$ cat config.mk
export PLATFORM = sky130hd
export DESIGN_NAME = mf_alu
export DESIGN_NICKNAME = d
export VERILOG_FILES = /design/src/rtl/alu_pkg.sv /design/src/rtl/alu_carry_sel.sv /design/src/rtl/alu_addsub.sv /design/src/rtl/alu_logic_unit.sv /design/src/rtl/alu_zero_det.sv /design/src/rtl/mf_alu.sv
export SDC_FILE = /design/constraint.sdc
export NUM_CORES = 1
export LEC_CHECK = 0
export BUFFER_PORTS_ARGS = -buffer_cell sky130_fd_sc_hd__clkbuf_2
export CORE_MARGIN = 2
export CORE_UTILIZATION = 54
export DETAILED_ROUTE_END_ITERATION = 7
export PLACE_DENSITY = 0.91
export SETUP_SLACK_MARGIN = 0.4
export SLEW_MARGIN = 20
export SYNTH_ARGS = -nofsm -noshare
export SYNTH_HDL_FRONTEND = slang
export SYNTH_SLANG_ARGS = --single-unit
$ cat constraint.sdc
create_clock -name vclk -period 12.57
set_clock_uncertainty 0.2 [all_clocks]
set_input_delay 1.257 -clock vclk [all_inputs]
set_output_delay 1.257 -clock vclk [all_outputs]
set_load 0.005 [all_outputs]
$ cat src/rtl/alu_pkg.sv
package alu_pkg;
  localparam int unsigned ALU_W = 8;

  typedef enum logic [1:0] {
    CIN_FLAG = 2'b00,
    CIN_INV  = 2'b01,
    CIN_ZERO = 2'b10,
    CIN_ONE  = 2'b11
  } cin_mode_e;
endpackage

$ cat src/rtl/alu_carry_sel.sv
module alu_carry_sel
  import alu_pkg::*;
(
  input  logic       flag_i,
  input  logic [1:0] mode_i,
  output logic       cin_o
);
  always_comb begin
    unique case (cin_mode_e'(mode_i))
      CIN_FLAG: cin_o = flag_i;
      CIN_INV:  cin_o = ~flag_i;
      CIN_ZERO: cin_o = 1'b0;
      default:  cin_o = 1'b1;
    endcase
  end

  always_comb begin
    if (mode_i == 2'b10) AST_CIN_ZERO: assert (cin_o == 1'b0) else $error("cin not 0");
    if (mode_i == 2'b11) AST_CIN_ONE: assert (cin_o == 1'b1) else $error("cin not 1");
  end
endmodule

$ cat src/rtl/alu_addsub.sv
module alu_addsub #(
  parameter int unsigned W = 8
) (
  input  logic [W-1:0] a_i,
  input  logic [W-1:0] b_i,
  input  logic         invert_i,
  input  logic         cin_i,
  output logic [W-1:0] sum_o,
  output logic         cout_o
);
  logic [W-1:0] b_eff;
  logic [W:0]   carry;

  assign b_eff    = invert_i ? ~b_i : b_i;
  assign carry[0] = cin_i;

  for (genvar i = 0; i < W; i++) begin : g_fa
    assign sum_o[i]   = a_i[i] ^ b_eff[i] ^ carry[i];
    assign carry[i+1] = (a_i[i] & b_eff[i]) | (carry[i] & (a_i[i] ^ b_eff[i]));
  end

  assign cout_o = carry[W];

  always_comb begin
    AST_RIPPLE_SUM: assert ({cout_o, sum_o} == ({1'b0, a_i} + {1'b0, b_eff} + {{W{1'b0}}, cin_i}))
      else $error("ripple mismatch");
  end
endmodule

$ cat src/rtl/alu_logic_unit.sv
module alu_logic_unit #(
  parameter int unsigned W = 8
) (
  input  logic [W-1:0] a_i,
  input  logic [W-1:0] b_i,
  input  logic [3:0]   tt_i,
  output logic [W-1:0] y_o
);
  for (genvar i = 0; i < W; i++) begin : g_bit
    logic [1:0] idx;
    assign idx    = {b_i[i], a_i[i]};
    assign y_o[i] = tt_i[idx];
  end

  always_comb begin
    if (tt_i == 4'b1000) AST_TT_AND: assert (y_o == (a_i & b_i)) else $error("and code");
    if (tt_i == 4'b0110) AST_TT_XOR: assert (y_o == (a_i ^ b_i)) else $error("xor code");
  end
endmodule

$ cat src/rtl/alu_zero_det.sv
module alu_zero_det #(
  parameter int unsigned W = 8
) (
  input  logic [W-1:0] v_i,
  output logic         zero_o
);
  assign zero_o = ~|v_i;
endmodule

$ cat src/rtl/mf_alu.sv
module mf_alu
  import alu_pkg::*;
#(
  parameter int unsigned W = ALU_W
) (
  input  logic [W-1:0] a_op,
  input  logic [W-1:0] b_op,
  input  logic         carry_flag,
  input  logic [1:0]   cin_mode,
  input  logic         sub_en,
  input  logic         arith_en,
  input  logic [3:0]   func_tt,
  output logic [W-1:0] result,
  output logic         carry_out,
  output logic         neg_flag,
  output logic         zero_flag
);
  localparam int unsigned MSB = W - 1;

  logic         cin_sel;
  logic [W-1:0] sum_w;
  logic [W-1:0] logic_w;

  alu_carry_sel u_cin (
    .flag_i (carry_flag),
    .mode_i (cin_mode),
    .cin_o  (cin_sel)
  );

  alu_addsub #(.W(W)) u_add (
    .a_i      (a_op),
    .b_i      (b_op),
    .invert_i (sub_en),
    .cin_i    (cin_sel),
    .sum_o    (sum_w),
    .cout_o   (carry_out)
  );

  alu_logic_unit #(.W(W)) u_lu (
    .a_i  (a_op),
    .b_i  (b_op),
    .tt_i (func_tt),
    .y_o  (logic_w)
  );

  assign result   = arith_en ? sum_w : logic_w;
  assign neg_flag = result[MSB];

  alu_zero_det #(.W(W)) u_z (
    .v_i    (result),
    .zero_o (zero_flag)
  );

  always_comb begin
    if (zero_flag) AST_ZERO_MEANS_CLEAR: assert (result == '0) else $error("zero flag");
    if (arith_en && sub_en && cin_mode == 2'b11)
      AST_TRUE_SUB: assert (result == W'(a_op - b_op)) else $error("sub");
  end
endmodule

==> impl_results.rst, run 1 <==
.. list-table::
   :header-rows: 1

   * - Metric
     - Value
   * - Total standard cell area after synthesis
     - 769.5 um2
   * - Final routed DRC violation total
     - 0
   * - Antenna violations before repair
     - 0
   * - Element type at the critical path end
     - primary output
   * - Critical Path Source Type
     - primary input
   * - Num sequential
     - 0
   * - Most used standard cell by instance count after synthesis
     - sky130_fd_sc_hd__inv_1
   * - Arrival @ worst endpoint
     - 5.35 ns
   * - Synthesis Warnings
     - 0
   * - Area of the die
     - 1743 um2
   * - Post-detailed-route via-to-cell ratio
     - 5.611
   * - Post-synthesis net count
     - roughly 120
   * - Part of the Yosys area used for sequential elements
     - 0%
   * - Final setup vio count
     - 0
   * - Remaining Overflow, GRT
     - 0
   * - TritonRoute pass-1 iters
     - 4
   * - Postcts setup bufs
     - 0
   * - I/O pins
     - 36
   * - Minimum period implied by the final worst setup slack
     - 6.807 ns
   * - Worst slew slack as a fraction of its limit
     - ~64%
   * - Post-synth top cells
     - 9 x sky130_fd_sc_hd__inv_1, 8 x sky130_fd_sc_hd__fa_1, 8 x sky130_fd_sc_hd__mux2_2
   * - Biggest area contributors in the synthesized netlist
     - sky130_fd_sc_hd__fa_1 21%, sky130_fd_sc_hd__mux2_2 12%, sky130_fd_sc_hd__xnor2_1 6.8%
   * - Cell variety after synth
     - 26
   * - Clock tree buffer count of the final layout
     - 0
   * - Number of endpoints with negative hold slack in the final report
     - 0
   * - Placement Rows
     - 13
   * - Ant. Diodes
     - 0
   * - Run status
     - finished clean
   * - Sequential standard cell area
     - 0 um2
   * - Number of pins exceeding their max-slew limit in the final report
     - 0
   * - Final Routed Wirelength
     - between 1.5 and 2 mm
   * - Routed met1 length
     - 788 um
   * - Height of the die
     - 41.75 um
   * - Global router's overall resource usage
     - 20.52%
   * - Power after layout
     - 46.02 uW
   * - Layout Cells excl Fill
     - 131
   * - RD Place Congestion
     - 0.8636
   * - # hold bufs at CTS
     - 0
   * - Initial DRC Count
     - 9
   * - CP Capture Point
     - zero_flag
   * - Net count of the finished layout
     - 151
   * - Horizontal extent of the die
     - 41.75 um
   * - Area of the core
     - 1318 um2
   * - Leakage power
     - 0.0004150 uW
   * - Number of violations of the max-capacitance limit
     - 0
   * - Reported net switching power
     - 23.66 uW
   * - Layout cell share with drive strength beyond 1
     - 48.28%
   * - Fmax
     - 146.9 MHz
   * - Actual transition at the worst max-transition pin
     - approximately 0.53 ns
   * - Required time reported for the critical path endpoint
     - about 11 ns
   * - Worst hold stages
     - 4
   * - Mean post-synth cell area
     - 9.161 um2
   * - First-pass GRT wire length
     - roughly 2.9 mm
   * - Via count of the first global-routing pass
     - 675
   * - Routed length on met3
     - 102 um
   * - Clock group share of total power
     - 0%
   * - Class of the most critical setup path
     - in2out
   * - CP Max Fanout
     - 8
   * - Via count
     - 735
   * - Setup TNS after final layout
     - 0 ns
   * - Crit share post-route
     - about 54%
   * - Largest vdd supply drop
     - 0.02632 mV
   * - Highest routing layer actually used
     - met3
   * - Number of nets still failing antenna checks after routing
     - 0
   * - CTS resizes
     - 0
   * - Portion of total power attributed to combinational logic
     - 100.0%
   * - Port bufs
     - 36
   * - Total power divided by cell area
     - approximately 50 nW/um2
   * - Average routed wire per standard cell
     - about 13 um
   * - Internal Dissipation
     - around 22 uW
   * - Library cell with the largest summed area after synthesis
     - sky130_fd_sc_hd__fa_1
   * - Area Growth Syn to Fin
     - 21.95%
   * - RSZ-0062 raised after global routing
     - false
   * - Sequential power share
     - 0%
   * - Utilization after layout
     - 71.23%
   * - Class of the most critical hold timing path
     - in2out
   * - Largest net degree at the start of global routing
     - 25
   * - Critical path startpoint
     - sub_en
   * - Yosys top cell area share
     - 20.81%
   * - Net Sw Frac
     - 51.42%
   * - Wire length on met2
     - 835 um
   * - Initial Util
     - about three fifths
   * - DP Wirelength
     - approximately 1.4 mm
   * - Number of instances in the synthesized netlist
     - 84
   * - Placed instance count
     - 131
worst min-delay path by stage:
stage | from | to | slack, ns
2_1_floorplan | b_op[1] | result[1] | 2.46
3_3_place_gp | b_op[3] | result[3] | 2.70
3_5_place_dp | b_op[3] | result[3] | 2.70
4_1_cts | b_op[3] | result[3] | 2.71
5_1_grt | b_op[3] | result[3] | 2.72
6_report | b_op[5] | result[5] | 2.70
placed cells by master, fill, tap and decap left out:
cell and n:
sky130_fd_sc_hd__nor3_1 4, sky130_fd_sc_hd__mux2_2 8, sky130_fd_sc_hd__o31ai_2 3, sky130_fd_sc_hd__mux2_1 2, sky130_fd_sc_hd__nand2_2 1, sky130_fd_sc_hd__and2_1 1
sky130_fd_sc_hd__a2111oi_0 1, sky130_fd_sc_hd__nor2b_1 7, sky130_fd_sc_hd__nor3b_2 3, sky130_fd_sc_hd__a2111oi_2 3, sky130_fd_sc_hd__o32ai_1 4, sky130_fd_sc_hd__clkbuf_2 36
sky130_fd_sc_hd__nand2_1 3, sky130_fd_sc_hd__o31ai_1 1, sky130_fd_sc_hd__mux2_4 2, sky130_fd_sc_hd__xor2_1 3, sky130_fd_sc_hd__nand2b_1 1, sky130_fd_sc_hd__nor3b_1 5
sky130_fd_sc_hd__xnor2_1 6, sky130_fd_sc_hd__fa_1 8, sky130_fd_sc_hd__nor2_1 4, sky130_fd_sc_hd__nor4_1 1, sky130_fd_sc_hd__inv_1 9
logic make-up (layout without fill, tap and decap cells):
kind of cell | Yosys count | in the layout | share of synthesized area (%)
fa+ha+maj | 8 | 8 | 20.81
mux | 12 | 12 | 18.54
simple gates | 30 | 30 | 24.72
compound gates | 12 | 12 | 17.40
xor+xnor | 9 | 9 | 10.24
buf+inv | 13 | 45 | 8.293
cell type report:
| type | instances | area, um2 |
|---|---|---|
| inverter | 9 | 33.78 |
| timing repair buffer | 36 | 180.2 |
| tap | 15 | 18.77 |
| multi-input combinational | 71 | 705.7 |
| fill | 97 | 379.1 |
critical path: stages:
cell and delay [ns]:
sky130_fd_sc_hd__clkbuf_2 0.25, sky130_fd_sc_hd__xor2_1 0.23, sky130_fd_sc_hd__fa_1 0.20, sky130_fd_sc_hd__inv_1 0.05, sky130_fd_sc_hd__fa_1 0.38, sky130_fd_sc_hd__fa_1 0.39
sky130_fd_sc_hd__fa_1 0.37, sky130_fd_sc_hd__inv_1 0.08, sky130_fd_sc_hd__fa_1 0.16, sky130_fd_sc_hd__inv_1 0.05, sky130_fd_sc_hd__fa_1 0.37, sky130_fd_sc_hd__fa_1 0.36
sky130_fd_sc_hd__inv_1 0.07, sky130_fd_sc_hd__fa_1 0.40, sky130_fd_sc_hd__nor2b_1 0.17, sky130_fd_sc_hd__o32ai_1 0.12, sky130_fd_sc_hd__nor4_1 0.25, sky130_fd_sc_hd__clkbuf_2 0.17
per-layer routing:
layer	up-vias	global-route usage, %
met5	-	0
met4	0	0
met3	0	1.304
met2	28	36.25
met1	343	28.99
li1	364	-
metrics by stage:
step                      hold slack [ns]  cell area, um2  worst slack [ns]
after floorplan                     2.464           769.5             6.045
after detailed placement            2.703           938.4             5.774
final                               2.702           938.4             5.763
after CTS                           2.706           938.4             5.777
after global placement              2.698           938.4             5.840
after global routing                2.719           938.4             5.533
power by group through the flow:
stage / Clock (uW) / Combinational, uW / Sequential [uW]
after global placement: 0 / 44.4 / 0
after CTS: 0 / 46.3 / 0
final: 0 / 46.0 / 0
after global routing: 0 / 51.8 / 0
after detailed placement: 0 / 46.1 / 0
after floorplan: 0 / 29.9 / 0
(Power assumes the default switching activity.)
==> run 2: changes to the inputs <==
- CORE_UTILIZATION: 54 -> 50
- PLACE_DENSITY: 0.91 -> 0.85
- clock period: 12.57 -> 6.9 ns (I/O delays scaled with it)
==> run 2 against run 1 <==
  * Flip-flop and latch count is the same
  * Global-route usage grew 0.33 points
  * Critical endpoint unchanged
  * Cell count grew 0.76%
  * First-iteration DRC count rose by 33%
  * Total power up 84%
  * Count of clock-buffer cells in the layout did not move
  * Setup slack got worse by 4.4 ns
  * Worst hold slack lost 1.1 ns
==> impl_results.rst, run 2 (synthesized netlist as in run 1, its figures left out) <==
.. list-table::
   :header-rows: 1

   * - Metric
     - Value
   * - Worst slew slack as a fraction of its limit
     - 62.19% (was 64.04%)
   * - Post-route design area
     - 939.7 um2 (was 938.4 um2)
   * - Via count
     - 744 (was 735)
   * - CP delay by family, top
     - adder cells (unchanged)
   * - Leakage power
     - 0.0004150 uW (unchanged)
   * - Setup slack of the critical path after layout
     - 1.346 ns (was 5.763 ns)
   * - Most used cells in the layout excluding fill and tap cells
     - 36 x sky130_fd_sc_hd__clkbuf_2, 9 x sky130_fd_sc_hd__inv_1, 8 x sky130_fd_sc_hd__mux2_2, 8 x sky130_fd_sc_hd__fa_1, 7 x sky130_fd_sc_hd__nor2b_1 (unchanged)
   * - Worst hold stages
     - 4 (unchanged)
   * - Sequential standard cell area
     - 0 um2 (unchanged)
   * - Critical Path Source Type
     - primary input (unchanged)
   * - Horizontal extent of the die
     - 43.23 um (was 41.75 um)
   * - Average routed wire per standard cell
     - 13.66 um (was 13.18 um)
   * - Number of endpoints with negative hold slack in the final report
     - 0 (unchanged)
   * - I/O pins
     - 36 (unchanged)
   * - Post-detailed-route via-to-cell ratio
     - 5.636 (was 5.611)
   * - Number of violations of the max-capacitance limit
     - 0 (unchanged)
   * - DP Wirelength
     - 1.518 mm (was 1.434 mm)
   * - Initial Util
     - 52.30% (was 58.40%)
   * - Area Growth Syn to Fin
     - 22.11% (was 21.95%)
   * - Final routed DRC violation total
     - 0 (unchanged)
   * - Number of pins exceeding their max-slew limit in the final report
     - 0 (unchanged)
   * - TritonRoute pass-1 iters
     - 3 (was 4)
   * - Area of the core
     - 1471 um2 (was 1318 um2)
   * - Class of the most critical setup path
     - in2out (unchanged)
   * - Actual transition at the worst max-transition pin
     - 0.5528 ns (was 0.5258 ns)
   * - RD Place Congestion
     - 0.7914 (was 0.8636)
   * - Element type at the critical path end
     - primary output (unchanged)
   * - Hold WS
     - 1.560 ns (was 2.702 ns)
   * - Height of the die
     - 43.23 um (was 41.75 um)
   * - CP Max Fanout
     - 8 (unchanged)
   * - Cell-by-cell listing of the critical path
     - clkbuf_2 > xor2_1 > fa_1 > inv_1 > fa_1 > fa_1 > fa_1 > inv_1 > fa_1 > inv_1 > fa_1 > fa_1 > inv_1 > fa_1 > nor2b_1 > o32ai_1 > nor4_1 > clkbuf_2 (unchanged)
   * - Minimum period implied by the final worst setup slack
     - approximately 5.6 ns
   * - CTS resizes
     - 0 (unchanged)
   * - Net count of the finished layout
     - 151 (unchanged)
   * - Area of the die
     - 1869 um2 (was 1743 um2)
   * - Cell depth of the worst setup path
     - 18 (unchanged)
   * - Placement Rows
     - 14 (was 13)
   * - Cell with the largest stage delay on the worst path
     - sky130_fd_sc_hd__fa_1 (unchanged)
   * - Num sequential
     - 0 (unchanged)
   * - Final Routed Wirelength
     - 1.803 mm (was 1.726 mm)
   * - Fmax
     - 180.0 MHz
   * - Antenna violations before repair
     - 0 (unchanged)
   * - Global router's overall resource usage
     - 20.86% (was 20.52%)
   * - Remaining Overflow, GRT
     - 0 (unchanged)
   * - Crit share post-route
     - 80.50%
   * - Number of nets still failing antenna checks after routing
     - 0 (unchanged)
   * - Largest vdd supply drop
     - 0.04463 mV (was 0.02632 mV)
   * - Clock tree buffer count of the final layout
     - 0 (unchanged)
   * - Via count of the first global-routing pass
     - 720 (was 675)
   * - RSZ-0062 raised after global routing
     - false (unchanged)
   * - Place WS
     - 1.291 ns (was 5.774 ns)
   * - Ant. Diodes
     - 0 (unchanged)
   * - Biggest cell delay along the critical path
     - 0.41 ns (was 0.40 ns)
   * - Final setup vio count
     - 0 (unchanged)
   * - Cell area after placement
     - 939.7 um2 (was 938.4 um2)
   * - Setup TNS after final layout
     - 0 ns (unchanged)
   * - Filler Cells Inserted
     - 142 (was 97)
   * - # hold bufs at CTS
     - 0 (unchanged)
   * - Largest net degree at the start of global routing
     - 25 (unchanged)
   * - First-pass GRT wire length
     - 3.070 mm (was 2.939 mm)
   * - Layout cell share with drive strength beyond 1
     - 48.28% (unchanged)
   * - Commonest non-fill, non-tap cell in the layout
     - sky130_fd_sc_hd__clkbuf_2 (unchanged)
   * - Most common cell on crit path
     - sky130_fd_sc_hd__fa_1 (unchanged)
   * - Postcts setup bufs
     - 0 (unchanged)
   * - Arrival @ worst endpoint
     - 4.66 ns (was 5.35 ns)
   * - Port bufs
     - 36 (unchanged)
   * - Run status
     - finished clean (unchanged)
   * - Class of the most critical hold timing path
     - in2out (unchanged)
   * - Initial DRC Count
     - 12 (was 9)
   * - Buf/Inv on CP
     - 6 (unchanged)
   * - Required time reported for the critical path endpoint
     - 6.01 ns (was 11.11 ns)
   * - Total power divided by cell area
     - 90.32 nW/um2 (was 49.04 nW/um2)
## run 2: cell counts in the layout (fill, tap and decap cells not counted)
Identical to the previous run, type by type.
## run 2: layer usage
metal,vias to the layer above,global-route usage [%],part of all wire (%)
met5,-,0,0
met4,0,0,0
met2,21,39.40,53
met3,0,0,4.4
met1,356,28.08,42
li1,367,-,-
## run 2: stage by stage
| step | total power (uW) | util, % | cells |
|---|---|---|---|
| floorplan | 54.48 | - | 84 |
| finish | 84.87 | 63.86 | 132 |
| detailed placement | 85.78 | 63.86 | 132 |
| global placement | 81.30 | 63.86 | 132 |
| global route | 95.74 | 63.86 | 132 |
| CTS | 86.32 | 63.86 | 132 |
## run 2: final timing paths
| kind | slack (ns) | end | start |
|---|---|---|---|
| worst max-delay path | 1.35 | zero_flag | sub_en |
| worst min-delay path | 1.56 | result[3] | b_op[3] |
## run 2: tightest hold or removal path: cells and delay by family
family          cells  cell delay [ns]
compound gates      1             0.07
buf+inv             2             0.23
simple gates        1             0.08
## run 2: power breakdown
part	internal, uW	switching (uW)
combinational	41.1	43.7
sequential	0	0
clock	0	0
## run 2: layout make-up
class / instances / area, um2 / share of cell area (%)
repair buffers: 36 / 180.2 / 19.17
multi-input cells: 71 / 705.7 / 75.10
well taps: 16 / 20.02 / 2.130
inverters: 9 / 33.78 / 3.595
